File: config.mk
export PLATFORM = sky130hd
export DESIGN_NAME = sys_guard
export DESIGN_NICKNAME = d
export VERILOG_FILES = /design/src/rtl/guard_pkg.sv /design/src/rtl/guard_cfg.sv /design/src/rtl/guard_key.sv /design/src/rtl/guard_presc.sv /design/src/rtl/guard_wdog.sv /design/src/rtl/guard_bmon.sv /design/src/rtl/sys_guard.sv
export SDC_FILE = /design/constraint.sdc
export NUM_CORES = 1
export LEC_CHECK = 0
export BUFFER_PORTS_ARGS = -buffer_cell sky130_fd_sc_hd__buf_2
export CAP_MARGIN = 20
export CORE_MARGIN = 2
export CORE_UTILIZATION = 60
export DETAILED_ROUTE_END_ITERATION = 6
export PLACE_DENSITY_LB_ADDON = 0.25
export SETUP_SLACK_MARGIN = 0.5
export SLEW_MARGIN = 15
export SYNTH_ARGS = -nofsm -noshare
export SYNTH_HDL_FRONTEND = slang
export SYNTH_HIERARCHICAL = 1
export SYNTH_SLANG_ARGS = --single-unit
File: constraint.sdc
create_clock -name clk_i -period 7.22 [get_ports clk_i]
set_clock_uncertainty 0.15 [all_clocks]
set_input_delay 0.361 -clock clk_i [delete_from_list [all_inputs] [get_ports clk_i]]
set_output_delay 0.361 -clock clk_i [all_outputs]
set_load 0.1 [all_outputs]
File: src/rtl/guard_pkg.sv
package guard_pkg;
  localparam int DATA_W = 8;

  typedef struct packed {
    logic       wd_en;
    logic       pre_en;
    logic [1:0] wd_sel;
    logic [1:0] bm_sel;
    logic       frz_wd;
    logic       frz_bm;
  } guard_cfg_t;

  localparam guard_cfg_t CFG_RST = '{wd_en: 1'b1, pre_en: 1'b0, wd_sel: 2'd0,
                                     bm_sel: 2'd0, frz_wd: 1'b0, frz_bm: 1'b0};

  localparam logic ADDR_CTRL = 1'b0;
  localparam logic ADDR_KEY  = 1'b1;

  localparam logic [DATA_W-1:0] KEY_ARM  = 8'h55;
  localparam logic [DATA_W-1:0] KEY_FIRE = 8'hAA;
endpackage

File: src/rtl/guard_cfg.sv
module guard_cfg
  import guard_pkg::*;
(
  input  logic              clk_i,
  input  logic              rst_ni,
  input  logic              wr_i,
  input  logic [DATA_W-1:0] wdata_i,
  output guard_cfg_t        cfg_o,
  output logic              lock_o,
  output logic              take_o
);
  // first write after reset wins, the rest are dropped
  assign take_o = wr_i & ~lock_o;

  always_ff @(posedge clk_i or negedge rst_ni) begin
    if (!rst_ni) begin
      cfg_o  <= CFG_RST;
      lock_o <= 1'b0;
    end else if (take_o) begin
      cfg_o  <= guard_cfg_t'(wdata_i);
      lock_o <= 1'b1;
    end
  end
endmodule

File: src/rtl/guard_key.sv
module guard_key
  import guard_pkg::*;
(
  input  logic              clk_i,
  input  logic              rst_ni,
  input  logic              wr_i,
  input  logic [DATA_W-1:0] wdata_i,
  output logic              fire_o
);
  logic armed_q;

  assign fire_o = wr_i & armed_q & (wdata_i == KEY_FIRE);

  // any key-register write re-evaluates the arm state
  always_ff @(posedge clk_i or negedge rst_ni) begin
    if (!rst_ni)   armed_q <= 1'b0;
    else if (wr_i) armed_q <= (wdata_i == KEY_ARM);
  end
endmodule

File: src/rtl/guard_presc.sv
module guard_presc #(
  parameter int PRE_LOG = 9
) (
  input  logic clk_i,
  input  logic rst_ni,
  input  logic run_i,
  input  logic pre_en_i,
  input  logic clr_i,
  output logic tick_o
);
  generate
    if (PRE_LOG == 0) begin : g_bypass
      assign tick_o = run_i;
    end else begin : g_div
      logic [PRE_LOG-1:0] div_q;

      assign tick_o = run_i & (~pre_en_i | (&div_q));

      always_ff @(posedge clk_i or negedge rst_ni) begin
        if (!rst_ni)                 div_q <= '0;
        else if (clr_i || !pre_en_i) div_q <= '0;
        else if (run_i)              div_q <= div_q + 1'b1;
      end
    end
  endgenerate
endmodule

File: src/rtl/guard_wdog.sv
module guard_wdog #(
  parameter int BASE_LOG = 9,
  parameter int STEP_LOG = 2,
  parameter int PRE_LOG  = 9
) (
  input  logic       clk_i,
  input  logic       rst_ni,
  input  logic       en_i,
  input  logic       pre_en_i,
  input  logic [1:0] sel_i,
  input  logic       hold_i,
  input  logic       clr_i,
  output logic       bite_o
);
  localparam int SEL_N = 4;
  localparam int CW    = BASE_LOG + STEP_LOG * (SEL_N - 1);

  logic          clr, run, tick;
  logic [CW-1:0] cnt_q, last;

  assign clr = ~en_i | clr_i;
  assign run = en_i & ~hold_i;

  guard_presc #(.PRE_LOG(PRE_LOG)) u_presc (
    .clk_i   (clk_i),
    .rst_ni  (rst_ni),
    .run_i   (run),
    .pre_en_i(pre_en_i),
    .clr_i   (clr),
    .tick_o  (tick)
  );

  // terminal count = 2^(BASE+STEP*sel) - 1
  always_comb last = {CW{1'b1}} >> (STEP_LOG * (SEL_N - 1 - int'(sel_i)));

  always_ff @(posedge clk_i or negedge rst_ni) begin
    if (!rst_ni) begin
      cnt_q  <= '0;
      bite_o <= 1'b0;
    end else begin
      bite_o <= 1'b0;
      if (clr) begin
        cnt_q <= '0;
      end else if (tick) begin
        if (cnt_q == last) begin
          cnt_q  <= '0;
          bite_o <= 1'b1;
        end else begin
          cnt_q <= cnt_q + 1'b1;
        end
      end
    end
  end
endmodule

File: src/rtl/guard_bmon.sv
module guard_bmon #(
  parameter int MAX_LOG = 6
) (
  input  logic       clk_i,
  input  logic       rst_ni,
  input  logic       start_i,
  input  logic       done_i,
  input  logic [1:0] sel_i,
  input  logic       hold_i,
  output logic       err_o
);
  logic               busy_q;
  logic [MAX_LOG-1:0] cnt_q, last;

  always_comb last = {MAX_LOG{1'b1}} >> sel_i;

  always_ff @(posedge clk_i or negedge rst_ni) begin
    if (!rst_ni) begin
      busy_q <= 1'b0;
      cnt_q  <= '0;
      err_o  <= 1'b0;
    end else begin
      err_o <= 1'b0;
      if (start_i) begin
        busy_q <= 1'b1;
        cnt_q  <= '0;
      end else if (busy_q) begin
        if (done_i) begin
          busy_q <= 1'b0;
        end else if (!hold_i) begin
          if (cnt_q == last) begin
            busy_q <= 1'b0;
            err_o  <= 1'b1;
          end else begin
            cnt_q <= cnt_q + 1'b1;
          end
        end
      end
    end
  end
endmodule

File: src/rtl/sys_guard.sv
module sys_guard
  import guard_pkg::*;
#(
  parameter int WD_BASE_LOG = 9,
  parameter int WD_STEP_LOG = 2,
  parameter int WD_PRE_LOG  = 9,
  parameter int BM_MAX_LOG  = 6
) (
  input  logic        clk_i,
  input  logic        rst_ni,
  input  logic        reg_we_i,
  input  logic        reg_addr_i,
  input  logic [7:0]  reg_wdata_i,
  output logic [7:0]  reg_rdata_o,
  input  logic        freeze_i,
  input  logic        bus_start_i,
  input  logic        bus_done_i,
  output logic        rst_req_o,
  output logic        bus_err_o
);
  guard_cfg_t        cfg;
  logic [DATA_W-1:0] cfg_word;
  logic              cfg_lock, cfg_take, key_fire;
  logic              ctrl_wr, key_wr;

  assign ctrl_wr  = reg_we_i & (reg_addr_i == ADDR_CTRL);
  assign key_wr   = reg_we_i & (reg_addr_i == ADDR_KEY);
  assign cfg_word = cfg;

  // key register is write-only, reads back zero
  assign reg_rdata_o = (reg_addr_i == ADDR_CTRL) ? cfg_word : '0;

  guard_cfg u_cfg (
    .clk_i  (clk_i),
    .rst_ni (rst_ni),
    .wr_i   (ctrl_wr),
    .wdata_i(reg_wdata_i),
    .cfg_o  (cfg),
    .lock_o (cfg_lock),
    .take_o (cfg_take)
  );

  guard_key u_key (
    .clk_i  (clk_i),
    .rst_ni (rst_ni),
    .wr_i   (key_wr),
    .wdata_i(reg_wdata_i),
    .fire_o (key_fire)
  );

  guard_wdog #(
    .BASE_LOG(WD_BASE_LOG),
    .STEP_LOG(WD_STEP_LOG),
    .PRE_LOG (WD_PRE_LOG)
  ) u_wdog (
    .clk_i   (clk_i),
    .rst_ni  (rst_ni),
    .en_i    (cfg.wd_en),
    .pre_en_i(cfg.pre_en),
    .sel_i   (cfg.wd_sel),
    .hold_i  (freeze_i & cfg.frz_wd),
    .clr_i   (key_fire | cfg_take),
    .bite_o  (rst_req_o)
  );

  guard_bmon #(.MAX_LOG(BM_MAX_LOG)) u_bmon (
    .clk_i  (clk_i),
    .rst_ni (rst_ni),
    .start_i(bus_start_i),
    .done_i (bus_done_i),
    .sel_i  (cfg.bm_sel),
    .hold_i (freeze_i & cfg.frz_bm),
    .err_o  (bus_err_o)
  );
endmodule

==> results of run 1 <==
-- metrics by stage --
step                worst slack [ns]  cell area (um2)  power (mW)
global placement                4.28             2630       0.382
global route                    3.89             2740       0.555
detailed placement              4.15             2630       0.384
CTS                             4.21             2710       0.535
floorplan                       4.92             2490       0.359
finish                          4.25             2740       0.529
-- power by group through the flow --
| stage | clock (mW) | combinational (mW) | sequential [mW] |
|---|---|---|---|
| after floorplan | 0 | 0.0925 | 0.266 |
| after global placement | 0 | 0.111 | 0.271 |
| after detailed placement | 0 | 0.113 | 0.271 |
| after CTS | 0.155 | 0.113 | 0.266 |
| after global routing | 0.163 | 0.122 | 0.269 |
| final | 0.149 | 0.114 | 0.266 |
-- layer usage --
| layer | wire length [um] | share of wire (%) |
|---|---|---|
| met2 | 2110 | 46 |
| met4 | 64 | 1.4 |
| met3 | 185 | 4.1 |
| met1 | 2200 | 48 |
| met5 | 0 | 0 |
-- kinds of logic (layout without fill, tap and decap cells) --
group	count (synthesis)	count (layout)
compound gates	32	32
xor+xnor	13	13
fa+ha+maj	4	4
buf+inv	10	38
flops	43	43
mux	17	17
simple gates	117	117
-- worst paths after layout --
kind	slack [ns]	start	cells past startpoint	end
worst min register to register	0.39	u_cfg/lock_o	1	u_cfg/lock_o
min in group asynchronous	0.32	rst_ni	2	u_wdog/u_presc/g_div.div_q[6]
worst min-delay path	0.18	reg_wdata_i[1]	2	u_cfg/cfg_o[1]
worst max register to register	4.25	u_cfg/cfg_o[7]	6	u_wdog/cnt_q[12]
worst max-delay path	4.25	u_cfg/cfg_o[7]	6	u_wdog/cnt_q[12]
max in group asynchronous	6.07	rst_ni	3	u_cfg/cfg_o[7]
-- state kept, by name, indices dropped and copies added, names as in the netlist --
name,flops
u_cfg/lock_o,1
u_bmon/busy_q,1
u_cfg/cfg_o,8
u_key/armed_q,1
u_wdog/bite_o,1
u_wdog/u_presc/g_div.div_q,9
u_wdog/cnt_q,15
u_bmon/cnt_q,6
u_bmon/err_o,1
-- final cells by class --
| type | count | area (um2) | share of cell area (%) |
|---|---|---|---|
| Clock buffer | 5 | 68.8 | 2.51 |
| Sequential cell | 43 | 1080 | 39.3 |
| Inverter | 4 | 15.0 | 0.547 |
| Clock inverter | 3 | 15.0 | 0.547 |
| Tap cell | 50 | 62.6 | 2.28 |
| Multi-Input combinational cell | 183 | 1360 | 49.4 |
| Timing Repair Buffer | 26 | 150 | 5.47 |
-- cells in the mapped netlist (3+ instances only) --
cell type   n  area share, %
xnor2_1     6            2.1
dfrtp_1    42             42
nor2_1     28            4.2
xor2_1      7            2.5
inv_1       4           0.60
ha_1        4            2.0
mux2i_1     4            1.6
nand3_1    10            2.0
o21ai_0     4           0.80
clkbuf_1    3           0.45
nand2b_1    6            1.5
or3_1       4            1.0
a21oi_1     9            1.8
a31oi_1     5            1.3
mux2_4     10            6.0
nand4_1    11            2.8
mux2_1      3            1.4
and2b_2     9            3.2
nor2b_1     8            2.0
nor3_1      4           0.80
nand2_1    13            2.0
-- repair_timing --
item	in CTS	in global routing
hold buffers	0	1
endpoints found under the hold margin	0	11
resized for setup	0	0
==> flow_summary.yaml, run 1 <==
run_status:
  status: "finished clean"
synthesis:
  synthAdderAreaFrac_pct: 2.01
  synthXorXnorAreaFrac_pct: 4.58
  synth_top_family_by_area: "simple AND/OR/NAND/NOR gates"
  synthSimpleGateAreaFrac_pct: 28.7
  yosys.cell_types.count: 54
  netlist_area_mm2: 0.00249
  async_flop_share_pct: 100
  synth_seq_cells: 43
  synth_edf_count: 0
  muxShareOfSynthArea_pct: 9.00
  syn_nets: 255
  ys_seq_area_share_pct: 43.3
  synth-compound-area-share_pct: 10.2
  yosys_warnings: 6
  postSynthAreaPerCell_um2: 10.5
  syn_inst: 236
  ys.flop_type: "dfrtp_1"
worst_setup_path:
  worstPathCellList: "nor2b_1 -> a21boi_0 -> nand2_1 -> a31oi_1 -> a21oi_1 -> a31oi_1"
  worstPathRequired_ns: 7.29
  end_kind: "flip-flop"
  crit_top_cell: "a31oi_1"
  critPathMaxFanout: 8
  critical_path_buf_inv_count: 0
  start_kind: "flip-flop"
  critPathTopFamily: "compound AO/OA/AOI/OAI gates"
  crit_type: "reg -> reg"
  crit_slowest_cell: "a21boi_0"
  arrival_ns: 3.04
  slowest_delay_ns: 0.72
sta:
  whs_ns: 0.176
  setup_violations: 0
  hold_viol_final: 0
  period_needed_ns: 2.97
  max_slew.worst_pin.slew_ns: 0.797
  setup_tns_ns: 0
  slew_violations: 0
  slew_headroom_pct: 46.4
  max_freq_ghz: 0.337
  rsz0062_at_grt: "false"
  layout_worst_path_cycle_share_pct: 41.1
layout:
  final_cell_mix: "dfrtp_1 (42), nor2_1 (28), buf_2 (24)"
  mostFrequentLayoutCell: "dfrtp_1"
  fillCellCount: 331
  finalNonFillerCells: 314
  syn_to_final_growth_pct: 10.3
  final_core_util_pct: 68.6
  antennaDiodeCount: 0
  drive_gt1_share_pct: 26.5
  nets: 282
clock_tree:
  post_cts_buffers: 0
  clock_latency_ns: 0.29
  cts_sinks: 43
  path_clk_slew_ns: 0.08
  cts_buffer_depth: 2
  root_buffer: "clkbuf_8"
  cts_made_buffers: 5
  htree_levels: 2
  cts_tree: "yes"
power:
  pwr-share-seq_pct: 50.3
  switching_share_pct: 32.6
  switchingPower_mw: 0.173
  leakagePower_nw: 1.21
  clkPwrFrac_pct: 28.1
  ir_drop_uv: 137
  comb_power_share_pct: 21.6
  cellPowerDensity_mw_per_mm2: 193
  p_int_mw: 0.357
hold_path:
  hold_class: "in -> reg"
global_route:
  antenna_found_initial: 0
  grt-ovfl-total: 0
  grtUsageMet2_pct: 34.0
  grt_util_met3_pct: 5.10
  grt_pass1_wl_um: 7710
  use_met1_pct: 30.3
  grt_pass1_vias: 1703
  top_usage_layer: "met2"
  grt_max_degree: 44
  grt.total_usage_pct: 22.1
floorplan:
  fp.dieH_um: 68.4
  start_util_pct: 62.2
  coreArea_mm2: 0.00400
  fp-row-count: 23
  fp.dieW_um: 68.4
  design.portCount: 25
  die_area_mm2: 0.00468
detailed_routing:
  ant_nets: 0
  drc: 0
  finalWirelength_um: 4570
  routedWlPerCell_um: 14.5
  vias_per_cell: 5.76
  dr.pass1.iters: 4
  vias: 1808
  first_iter_violations: 93
place:
  dp_cells: 304
  place_congestion: 0.831
  io_buffers: 24
  dp_hpwl_um: 3340
flow_run:
  max_cap_viol_count: 0
Power figures use the tool's default switching activity.
==> run 2, diff against run 1 <==
- ABC_AREA: default -> 1
- CORE_UTILIZATION: 60 -> 59
- clock period: 7.22 -> 2.8 ns (I/O delays scaled with it)
==> flow_summary.yaml, run 2 <==
run_status:
  status: "finished clean"
synthesis:
  postSynthAreaPerCell_um2: 7.10
  synthXorXnorAreaFrac_pct: 1.67
  synthSimpleGateAreaFrac_pct: 42.9
  yosys_warnings: 6
  synth_top_area_share_pct: 40.0
  async_flop_share_pct: 100
  yosysTopAreaCell: "dfrtp_1"
  yosys.cell_types.count: 30
  syn_inst: 370
  synthAdderAreaFrac_pct: 1.90
  muxShareOfSynthArea_pct: 0
  yosysMostFrequentCell: "nand2_1"
  synth_seq_cells: 43
  synth_top_family_by_area: "simple AND/OR/NAND/NOR gates"
  synthTopCellsByArea: "dfrtp_1 (40%), nand2_1 (16%), nor2_1 (7.7%)"
  synth_common_cells: "nand2_1 (111), nor2_1 (54), inv_1 (50)"
  netlist_area_mm2: 0.00263
  ys_seq_area_share_pct: 41.0
  synth-compound-area-share_pct: 3.66
  ys.flop_type: "dfrtp_1"
  syn_nets: 389
  synth_edf_count: 0
floorplan:
  fp.dieH_um: 70.8
  fp-row-count: 24
  design.portCount: 25
  die_area_mm2: 0.00501
  start_util_pct: 60.8
  coreArea_mm2: 0.00432
  fp.dieW_um: 70.8
layout:
  nets: 434
  syn_to_final_growth_pct: 16.8
  antennaDiodeCount: 0
  stdcell_area_mm2: 0.00307
  reg_top3: "u_wdog/cnt_q (15), u_wdog/u_presc/g_div.div_q (9), u_cfg/cfg_o (8)"
  mostFrequentLayoutCell: "nand2_1"
  top_register: "u_wdog/cnt_q"
  drive_gt1_share_pct: 16.6
  largest_reg_flops: 15
  final_cell_mix: "nand2_1 (110), nor2_1 (52), inv_1 (49)"
worst_setup_path:
  crit_type: "reg -> reg"
  end_kind: "flip-flop"
  worstPathRequired_ns: 2.85
  start_kind: "flip-flop"
  arrival_ns: 2.24
  critPathMaxFanout: 8
sta:
  max_slew.worst_pin.slew_ns: 0.936
  setup_tns_ns: 0
  slew_headroom_pct: 37.6
  slew_violations: 0
  hold_viol_final: 0
  max_freq_ghz: 0.456
  period_needed_ns: 2.19
  layout_worst_path_cycle_share_pct: 78.2
  rsz0062_at_grt: "false"
  setup_violations: 0
place:
  dp_hpwl_um: 3760
  place_congestion: 0.870
  io_buffers: 24
  place_area_mm2: 0.00280
global_route:
  grt_pass1_vias: 2218
  grt_max_degree: 44
  antenna_found_initial: 0
  grt.total_usage_pct: 23.1
  grt-ovfl-total: 0
  grt_pass1_wl_um: 9380
hold_path:
  hold_class: "in -> reg"
clock_tree:
  cts_tree: "yes"
  root_buffer: "clkbuf_8"
  clock_latency_ns: 0.31
  cts_sinks: 43
  cts_buffer_depth: 2
  path_clk_slew_ns: 0.09
  htree_levels: 2
  cts_made_buffers: 5
power:
  switchingPower_mw: 0.282
  clkPwrFrac_pct: 37.7
  cellPowerDensity_mw_per_mm2: 361
  ir_drop_uv: 199
  leakagePower_nw: 1.48
  power.total_mw: 1.11
  p_int_mw: 0.826
  switching_share_pct: 25.5
  comb_power_share_pct: 5.8
  pwr-share-seq_pct: 56.5
detailed_routing:
  first_iter_violations: 186
  vias: 2414
  vias_per_cell: 5.16
  ant_nets: 0
  dr.pass1.iters: 5
  finalWirelength_um: 5490
  routedWlPerCell_um: 11.7
  drc: 0
flow_run:
  max_cap_viol_count: 0
run 2: changes by cell type in the layout (fill, tap and decap cells not counted), sizes merged, moves of 10 or more:
cell	before	now
dlygate4sd3	1	11
inv	4	55
mux2	13	0
nand2	13	120
nand3	11	36
nor2	28	63
run 2: power groups by stage:
stage               clock network [mW]  logic (mW)  registers (mW)
detailed placement                   0      0.0533           0.639
global route                     0.449      0.0733           0.628
finish                           0.418      0.0640           0.627
floorplan                            0      0.0252           0.639
global placement                     0      0.0514           0.639
CTS                              0.425      0.0637           0.627
run 2: logic make-up (layout without fill, tap and decap cells):
| family | after synthesis | after routing |
|---|---|---|
| adders and majority gates | 4 | 4 |
| and+or+nand+nor | 243 | 243 |
| buffers and inverters | 57 | 103 |
| DFF | 43 | 43 |
| AOI/OAI and AO/OA | 18 | 18 |
| xor gates and xnor gates | 5 | 5 |
run 2: area by class of cell:
type | count | area [um2]
fillers | 346 | 1250
well taps | 52 | 65.1
clock buffers | 5 | 68.8
flip-flops and latches | 43 | 1080
repair buffers | 41 | 275
clock inverters | 3 | 23.8
multi-input cells | 270 | 1350
inverters | 54 | 208
run 2: critical path, stage by stage (launching register included):
cell,delay (ns)
dfrtp_1,0.39
ha_1,0.19
nand2_2,0.10
nor4_4,0.29
ha_2,0.22
nor2_2,0.05
nor2_4,0.17
nor2_4,0.09
inv_4,0.11
nand3_1,0.09
o22ai_1,0.16
nor2_1,0.07
run 2: path summary, 6_finish.rpt:
kind | to | depth (start not counted) | start | slack [ns]
max in group asynchronous | u_cfg/cfg_o[3] | 2 | rst_ni | 1.56
min | u_key/armed_q | 6 | reg_we_i | 0.07
max reg2reg | u_wdog/cnt_q[7] | 11 | u_wdog/u_presc/g_div.div_q[0] | 0.61
min reg2reg | u_cfg/cfg_o[7] | 2 | u_cfg/cfg_o[7] | 0.33
max | u_wdog/cnt_q[7] | 11 | u_wdog/u_presc/g_div.div_q[0] | 0.61
min in group asynchronous | u_wdog/cnt_q[12] | 2 | rst_ni | 0.36
run 2: metrics by stage:
step           hold WS, ns  utilization [%]  std cells  setup WS [ns]
6_report            0.0717             71.0        468          0.609
3_5_place_dp         0.197             64.8        445          0.421
2_1_floorplan       -0.306                -        370          0.676
4_1_cts             0.0600             69.5        464          0.507
5_1_grt              0.141             71.0        468          0.507
3_3_place_gp         0.178             64.8        445          0.521
run 2: timing repair:
action / 4_1_cts / 5_1_grt
pin swaps: 0 / 5
resized for setup: 1 / 9
setup buffers: 0 / 4
endpoints found under the hold margin: 52 / 0
endpoints found under the setup margin: 9 / 10
hold buffers: 11 / 0
run 2: layer usage:
metal	routed length, um	share of wire [%]	vias to the layer above	global-route usage [%]
li1	-	-	1243	-
met3	207	3.8	16	3.99
met4	125	2.3	0	10.5
met2	2580	47	67	37.7
met1	2570	47	1088	30.1
met5	0	0	-	0
